**src/rtl/mwHostPkg.sv**
```systemverilog
package mwHostPkg;

  typedef enum logic [2:0] {
    CMD_READ  = 3'd0,
    CMD_WRITE = 3'd1,
    CMD_ERASE = 3'd2,
    CMD_WEN   = 3'd3,
    CMD_WDS   = 3'd4,
    CMD_WRAL  = 3'd5,
    CMD_ERAL  = 3'd6
  } mwCmd_e;

  // Strobes from the sequencer to the shift datapath
  typedef struct packed {
    logic load;      // capture a new frame
    logic shiftTx;   // advance outgoing bit (falling tick)
    logic sampleRx;  // shift in one incoming bit (rising tick)
    logic wordOut;   // the sampled bit completes a word
  } mwStrobe_t;

endpackage

```
**src/rtl/mwHostPath.sv**
```systemverilog
module mwHostPath
  import mwHostPkg::*;
#(
  parameter int ADDR_W   = 6,
  parameter int PAD_BITS = 0
) (
  input  logic              clk,
  input  logic              rstN,
  input  mwStrobe_t         stb,
  input  logic [2:0]        reqCmd,
  input  logic [ADDR_W-1:0] reqAddr,
  input  logic [15:0]       reqData,
  input  logic              doIn,
  output logic              di,
  output logic [15:0]       rdData,
  output logic              rdValid
);

  localparam int FRAME_W = PAD_BITS + 3 + ADDR_W + 16;

  logic [1:0]         opCode;
  logic [ADDR_W-1:0]  addrField;
  logic [15:0]        dataField;
  logic [FRAME_W-1:0] frameNext;
  logic [FRAME_W-1:0] txShift;
  logic [15:0]        rxShift;

  function automatic logic [ADDR_W-1:0] subField(input logic [1:0] sub);
    return {sub, {(ADDR_W-2){1'b0}}};
  endfunction

  always_comb begin
    opCode    = 2'b00;
    addrField = '0;
    case (reqCmd)
      CMD_READ:  begin opCode = 2'b10; addrField = reqAddr; end
      CMD_WRITE: begin opCode = 2'b01; addrField = reqAddr; end
      CMD_ERASE: begin opCode = 2'b11; addrField = reqAddr; end
      CMD_WEN:   addrField = subField(2'b11);
      CMD_WDS:   addrField = subField(2'b00);
      CMD_WRAL:  addrField = subField(2'b01);
      CMD_ERAL:  addrField = subField(2'b10);
      default:   addrField = '0;
    endcase
    dataField = (reqCmd == CMD_WRITE || reqCmd == CMD_WRAL) ? reqData : 16'h0000;
    // padding zeros sit above the start bit, so zero extension supplies them
    frameNext = FRAME_W'({1'b1, opCode, addrField, dataField});
  end

  always_ff @(posedge clk or negedge rstN) begin
    if (!rstN) begin
      txShift <= '0;
      rxShift <= '0;
      rdData  <= '0;
      rdValid <= 1'b0;
    end else begin
      rdValid <= stb.wordOut;
      if (stb.load)         txShift <= frameNext;
      else if (stb.shiftTx) txShift <= {txShift[FRAME_W-2:0], 1'b0};
      if (stb.sampleRx)     rxShift <= {rxShift[14:0], doIn};
      if (stb.wordOut)      rdData  <= {rxShift[14:0], doIn};
    end
  end

  assign di = txShift[FRAME_W-1];

endmodule

```
**src/rtl/mwHostCtrl.sv**
```systemverilog
module mwHostCtrl
  import mwHostPkg::*;
#(
  parameter int ADDR_W   = 6,
  parameter int PAD_BITS = 0,
  parameter int CLK_DIV  = 4,
  parameter int CNT_W    = 4,
  parameter int TO_W     = 16
) (
  input  logic             clk,
  input  logic             rstN,
  input  logic             reqValid,
  input  logic [2:0]       reqCmd,
  input  logic [CNT_W-1:0] reqWords,
  input  logic [TO_W-1:0]  busyTimeout,
  input  logic             doIn,
  output logic             reqReady,
  output logic             cs,
  output logic             sk,
  output logic             done,
  output logic             errTimeout,
  output mwStrobe_t        stb
);

  localparam int BASE_BITS = PAD_BITS + 3 + ADDR_W;
  localparam int MAX_BITS  = BASE_BITS + 17 + 16 * (2 ** CNT_W);
  localparam int BIT_W     = $clog2(MAX_BITS) + 1;
  localparam int DIV_W     = (CLK_DIV > 1) ? $clog2(CLK_DIV) : 1;

  typedef enum logic [1:0] {ST_IDLE, ST_SHIFT, ST_GAP, ST_POLL} state_e;

  state_e           state;
  logic [DIV_W-1:0] divCnt;
  logic             tick;
  logic             accept;
  logic [BIT_W-1:0] bitCnt;
  logic [BIT_W-1:0] frameBits;
  logic [BIT_W-1:0] frameLen;
  logic [3:0]       wordBit;
  logic             rdMode;
  logic             progMode;
  logic             gapHalf;
  logic [TO_W-1:0]  toCnt;
  logic [TO_W-1:0]  toLimit;
  logic [CNT_W-1:0] effWords;
  logic             cmdRead;
  logic             cmdData;
  logic             cmdProg;
  logic             toExpire;

  assign reqReady = (state == ST_IDLE);
  assign accept   = reqReady && reqValid;
  assign tick     = (state != ST_IDLE) && (divCnt == DIV_W'(CLK_DIV - 1));
  assign toExpire = ({1'b0, toCnt} + (TO_W+1)'(1)) >= {1'b0, toLimit};

  always_comb begin
    cmdRead  = (reqCmd == CMD_READ);
    cmdData  = (reqCmd == CMD_WRITE) || (reqCmd == CMD_WRAL);
    cmdProg  = cmdData || (reqCmd == CMD_ERASE) || (reqCmd == CMD_ERAL);
    effWords = (reqWords == '0) ? CNT_W'(1) : reqWords;
    if (cmdRead)      frameLen = BIT_W'(BASE_BITS + 1) + BIT_W'({effWords, 4'b0000});
    else if (cmdData) frameLen = BIT_W'(BASE_BITS + 16);
    else              frameLen = BIT_W'(BASE_BITS);
  end

  always_comb begin
    stb          = '0;
    stb.load     = accept;
    stb.shiftTx  = tick && (state == ST_SHIFT) && sk;
    stb.sampleRx = tick && (state == ST_SHIFT) && !sk && rdMode &&
                   (bitCnt > BIT_W'(BASE_BITS));
    stb.wordOut  = stb.sampleRx && (wordBit == 4'd15);
  end

  always_ff @(posedge clk or negedge rstN) begin
    if (!rstN) begin
      state      <= ST_IDLE;
      divCnt     <= '0;
      cs         <= 1'b0;
      sk         <= 1'b0;
      done       <= 1'b0;
      errTimeout <= 1'b0;
      bitCnt     <= '0;
      frameBits  <= '0;
      wordBit    <= '0;
      rdMode     <= 1'b0;
      progMode   <= 1'b0;
      gapHalf    <= 1'b0;
      toCnt      <= '0;
      toLimit    <= '0;
    end else begin
      done       <= 1'b0;
      errTimeout <= 1'b0;
      divCnt     <= (state == ST_IDLE || tick) ? '0 : divCnt + DIV_W'(1);
      case (state)
        ST_IDLE: if (accept) begin
          state     <= ST_SHIFT;
          cs        <= 1'b1;
          bitCnt    <= '0;
          wordBit   <= '0;
          frameBits <= frameLen;
          rdMode    <= cmdRead;
          progMode  <= cmdProg;
          toLimit   <= busyTimeout;
        end
        ST_SHIFT: if (tick) begin
          if (!sk) begin
            sk     <= 1'b1;
            bitCnt <= bitCnt + BIT_W'(1);
            if (stb.sampleRx) wordBit <= wordBit + 4'd1;
          end else begin
            sk <= 1'b0;
            if (bitCnt == frameBits) begin
              cs <= 1'b0;
              if (progMode) begin
                state   <= ST_GAP;
                gapHalf <= 1'b0;
              end else begin
                state <= ST_IDLE;
                done  <= 1'b1;
              end
            end
          end
        end
        ST_GAP: if (tick) begin
          if (gapHalf) begin
            cs    <= 1'b1;
            state <= ST_POLL;
            toCnt <= '0;
          end
          gapHalf <= 1'b1;
        end
        ST_POLL: if (tick) begin
          if (doIn || toExpire) begin
            cs         <= 1'b0;
            state      <= ST_IDLE;
            done       <= 1'b1;
            errTimeout <= !doIn;
          end else begin
            toCnt <= toCnt + TO_W'(1);
          end
        end
        default: state <= ST_IDLE;
      endcase
    end
  end

endmodule

```
**src/rtl/mwEepromHost.sv**
```systemverilog
module mwEepromHost
  import mwHostPkg::*;
#(
  parameter int ADDR_W   = 6,
  parameter int PAD_BITS = 0,
  parameter int CLK_DIV  = 4,
  parameter int CNT_W    = 4,
  parameter int TO_W     = 16
) (
  input  logic              clk,
  input  logic              rstN,
  input  logic              reqValid,
  output logic              reqReady,
  input  logic [2:0]        reqCmd,
  input  logic [ADDR_W-1:0] reqAddr,
  input  logic [15:0]       reqData,
  input  logic [CNT_W-1:0]  reqWords,
  input  logic [TO_W-1:0]   busyTimeout,
  output logic              done,
  output logic              errTimeout,
  output logic              rdValid,
  output logic [15:0]       rdData,
  output logic              cs,
  output logic              sk,
  output logic              di,
  input  logic              doIn
);

  mwStrobe_t stb;

  mwHostCtrl #(
    .ADDR_W(ADDR_W), .PAD_BITS(PAD_BITS), .CLK_DIV(CLK_DIV),
    .CNT_W(CNT_W), .TO_W(TO_W)
  ) u_ctrl (
    .clk(clk), .rstN(rstN), .reqValid(reqValid), .reqCmd(reqCmd),
    .reqWords(reqWords), .busyTimeout(busyTimeout), .doIn(doIn),
    .reqReady(reqReady), .cs(cs), .sk(sk), .done(done),
    .errTimeout(errTimeout), .stb(stb)
  );

  mwHostPath #(.ADDR_W(ADDR_W), .PAD_BITS(PAD_BITS)) u_path (
    .clk(clk), .rstN(rstN), .stb(stb), .reqCmd(reqCmd), .reqAddr(reqAddr),
    .reqData(reqData), .doIn(doIn), .di(di), .rdData(rdData), .rdValid(rdValid)
  );

endmodule

```
**config.mk**
```make
export PLATFORM = sky130hd
export DESIGN_NAME = mwEepromHost
export DESIGN_NICKNAME = d
export VERILOG_FILES = /design/src/rtl/mwHostPkg.sv /design/src/rtl/mwHostPath.sv /design/src/rtl/mwHostCtrl.sv /design/src/rtl/mwEepromHost.sv
export SDC_FILE = /design/constraint.sdc
export NUM_CORES = 1
export LEC_CHECK = 0
export BUFFER_PORTS_ARGS = -buffer_cell sky130_fd_sc_hd__buf_4
export CAP_MARGIN = 20
export CORE_MARGIN = 2
export CORE_UTILIZATION = 37
export DETAILED_ROUTE_END_ITERATION = 12
export GPL_TIMING_DRIVEN = 0
export MAX_ROUTING_LAYER = met4
export PLACE_DENSITY = 0.62
export REMOVE_ABC_BUFFERS = 1
export SLEW_MARGIN = 5
export SYNTH_ARGS = -nofsm -noshare
export SYNTH_HDL_FRONTEND = slang
export SYNTH_SLANG_ARGS = --single-unit
```
**constraint.sdc**
```tcl
create_clock -name clk -period 3.6 [get_ports clk]
set_input_delay 0.72 -clock clk [delete_from_list [all_inputs] [get_ports clk]]
set_output_delay 0.72 -clock clk [all_outputs]
set_load 0.01 [all_outputs]
```
==> metrics.txt <==
Clock Latency Late Sink=0.42 ns; Achievable Freq=just under 300 MHz; worst rel slew slack=approximately 43%; fin crit period=approximately 3.4 ns; final hold violation count=0; commonest cells after routing, fill and taps aside=dfrtp_1 (120), nand2_1 (77), buf_4 (77); EDFF count, synth=0; Static Leakage=around 3.8 nW; Port Buffer Count=71; outcome=finished, final reports clean; FP Rows=47; Overflow after GRT=0; PnR worst setup slack=0.215 ns; unrepaired setup endpoints after global routing=no; clock skew=0.0117 ns; area of the mapped netlist=a little over 0.006 sq mm; Critical Path RT=roughly 3.9 ns; GRT Util Overall=between 15 and 20%; Placer Congestion=between 0.8 and 0.9; Area Overhead vs Synth=23.8%; Avg Vias per Cell=5.10; main combinational cell family by area after synthesis=simple AND/OR/NAND/NOR gates; clk buf depth=2; initial antenna violation count=0; Synth Area in Adders=around 5.3%; Layout fillers=1543; dpl hpwl=roughly 8900 microns; Reg2Reg Setup Slack=0.21 ns; residual DRC count=0; Seq cells post-synth=120; Reg area=0.00300 sq mm; # IOs=72; wire length on met3=around 570 microns; share of cells above drive strength 1=a little under a fifth; Hold Buf Count CTS=0; clock sink count=between 100 and 150; Total Neg Setup Slack=0 ns; XOR/XNOR Fraction of Synth Area=4.26%; area of the multi-input gates=a little under 0.003 sq mm; cts bufs inserted=17; leading cell type in the layout, fill and taps excluded=dfrtp_1; largest net degree at the start of global routing=94; first-pass GRT wire length=~23000 microns; pre-CTS WS=-0.633 ns; fin. max-slew vios=0; Nets=749; Crit Path Category=flip-flop to flip-flop; routed length on met2=roughly 6200 microns; CP Data Arrival Time=between 3 and 4 ns; DR top layer=met4; power per cell area=approximately 440 mW/mm^2; kind of start point of the critical path=flip-flop; hold crit path type=input pin to async pin; FFs w/ async S/R, synth=100%; core box area=around 0.016 sq mm; Primary FF master, synth=dfrtp_1; Setup crit start=u_ctrl.toCnt[0]; Avg Inst Size Synth=~10 sq um; CTS tree=built; Least-Margin Pin Slew=0.862 ns; Tcrit/Tclk final=94.0%; Synth cell types=between 50 and 60; R2R cell count=14; Root Buffer=clkbuf_16; Crit. End Element=flip-flop; Power, Total=between 0.003 and 0.004 W; max cap viols=0; Synth Area in Simple Gates=between 10% and 20%; CTS clk-pin slew, worst paths=about 0.05 ns; sequential element share of the synthesized area=48.7%; Routed WL=between 10000 and 15000 microns; r2r startpoint=u_ctrl.toCnt[0]; final setup fails=0; DRT iter0 DRCs=247; antenna viol nets, final=0; vias in the first global route=4809; Antenna diodes=0; Syn. warnings=0; First-pass DRT Iterations=4; Die W=approximately 130 microns; Routed met1 length=roughly 6300 microns; R2R Path End=u_ctrl.toCnt[10]; Die Span Y=between 100 and 150 microns; mux cell area share after synthesis=between 10 and 15%; H-Tree Depth=4; Vias=about 4600; Initial Utilization=between 30% and 40%; worst vdd ir=between 0.0003 and 0.0004 V; total die area=roughly 0.018 sq mm; wire length per cell=around 15 microns; CP max FO=8; CP Capture Point=u_ctrl.toCnt[10]; Cells after Synth=roughly 610; post-synthesis compound-gate area fraction=about 11%
[metrics by stage]
stage	instances	instance area, sq um	hold slack, ns	utilization (%)
after floorplan	575	6010	0.415	-
after global placement	866	6820	0.426	41.6
after detailed placement	869	6880	0.433	41.9
after CTS	907	7620	0.166	46.5
after global routing	907	7630	0.175	46.5
final	907	7630	0.176	46.5
[critical path, cell delays in order (launching register included)]
cell and delay, ns:
dfrtp_1 0.44, ha_1 0.27, and3_1 0.26, nand4_1 0.23, nor2_1 0.25, xor2_1 0.10, ha_1 0.29, nand3_1 0.12
nor3_2 0.35, o311ai_1 0.22, nand4_1 0.17, buf_4 0.16, nor2_4 0.05, buf_12 0.17, a21o_1 0.18
[power by group]
group,switching [W],total (W),internal [W]
clock,0.000604,0.00194,0.00133
combinational,0.0000486,0.0000916,0.0000430
sequential,0,0.00135,0.00135
total,0.000653,0.00338,0.00272
[synthesized netlist by cell type, types with 8 or more instances]
cell	number	area (sq um)
mux2_4	9	135
mux2_1	22	248
xor2_1	15	131
nand4_1	12	75.1
and3_1	8	50.1
nor3_1	9	45.0
dfrtp_1	120	3000
mux2i_1	27	270
clkbuf_1	24	90.1
a21oi_1	18	90.1
nand3_1	33	165
ha_1	26	325
nand2_1	77	289
xnor2_1	15	131
o21ai_1	45	225
nor2_1	33	124
inv_1	24	90.1
[repair_timing]
action,4_1_cts,5_1_grt
setup buffers,6,0
pin swaps,2,0
gates resized for setup,2,2
endpoints found under the setup margin,13,15
[logic make-up after synthesis]
family                     count (synthesis)
and+or+nand+nor                          203
adders and majority gates                 26
muxes                                     59
xor gates and xnor gates                  30
buffers and inverters                     59
DFF                                      120
AOI/OAI and AO/OA                        112
[flip-flops by register name (all words and copies together), names as in the netlist, 2 cells and up, named ones only]
name / cells
u_ctrl.bitCnt: 10
u_ctrl.divCnt: 2
u_ctrl.frameBits: 7
u_ctrl.toCnt: 16
u_ctrl.toLimit: 16
u_ctrl.wordBit: 4
u_path.rdData: 16
u_path.rxShift: 15
u_path.txShift: 25
[worst min-delay path by stage]
stage / from / slack [ns] / to
6_report: rstN / 0.18 / u_path.rdData[5]
5_1_grt: rstN / 0.18 / u_path.rdData[5]
3_5_place_dp: u_ctrl.divCnt[0] / 0.43 / u_ctrl.divCnt[0]
4_1_cts: rstN / 0.17 / u_path.rdData[5]
3_3_place_gp: u_ctrl.divCnt[0] / 0.43 / u_ctrl.divCnt[0]
2_1_floorplan: u_ctrl.divCnt[0] / 0.41 / u_ctrl.divCnt[0]
[layout make-up]
cell class                      count  share of cell area, %
Multi-Input combinational cell    430                   38.6
Clock inverter                     12                   2.90
Inverter                           25                   1.23
Tap cell                          220                   3.61
Sequential cell                   120                   39.3
Clock buffer                       20                   5.98
Timing Repair Buffer               80                   8.34
[routing by layer]
metal / global-route usage, % / vias up
met1: 21.0 / 2230
met2: 25.1 / 113
met4: 6.03 / 0
met3: 4.18 / 14
met5: - / -
li1: - / 2273
(Power assumes the default switching activity.)
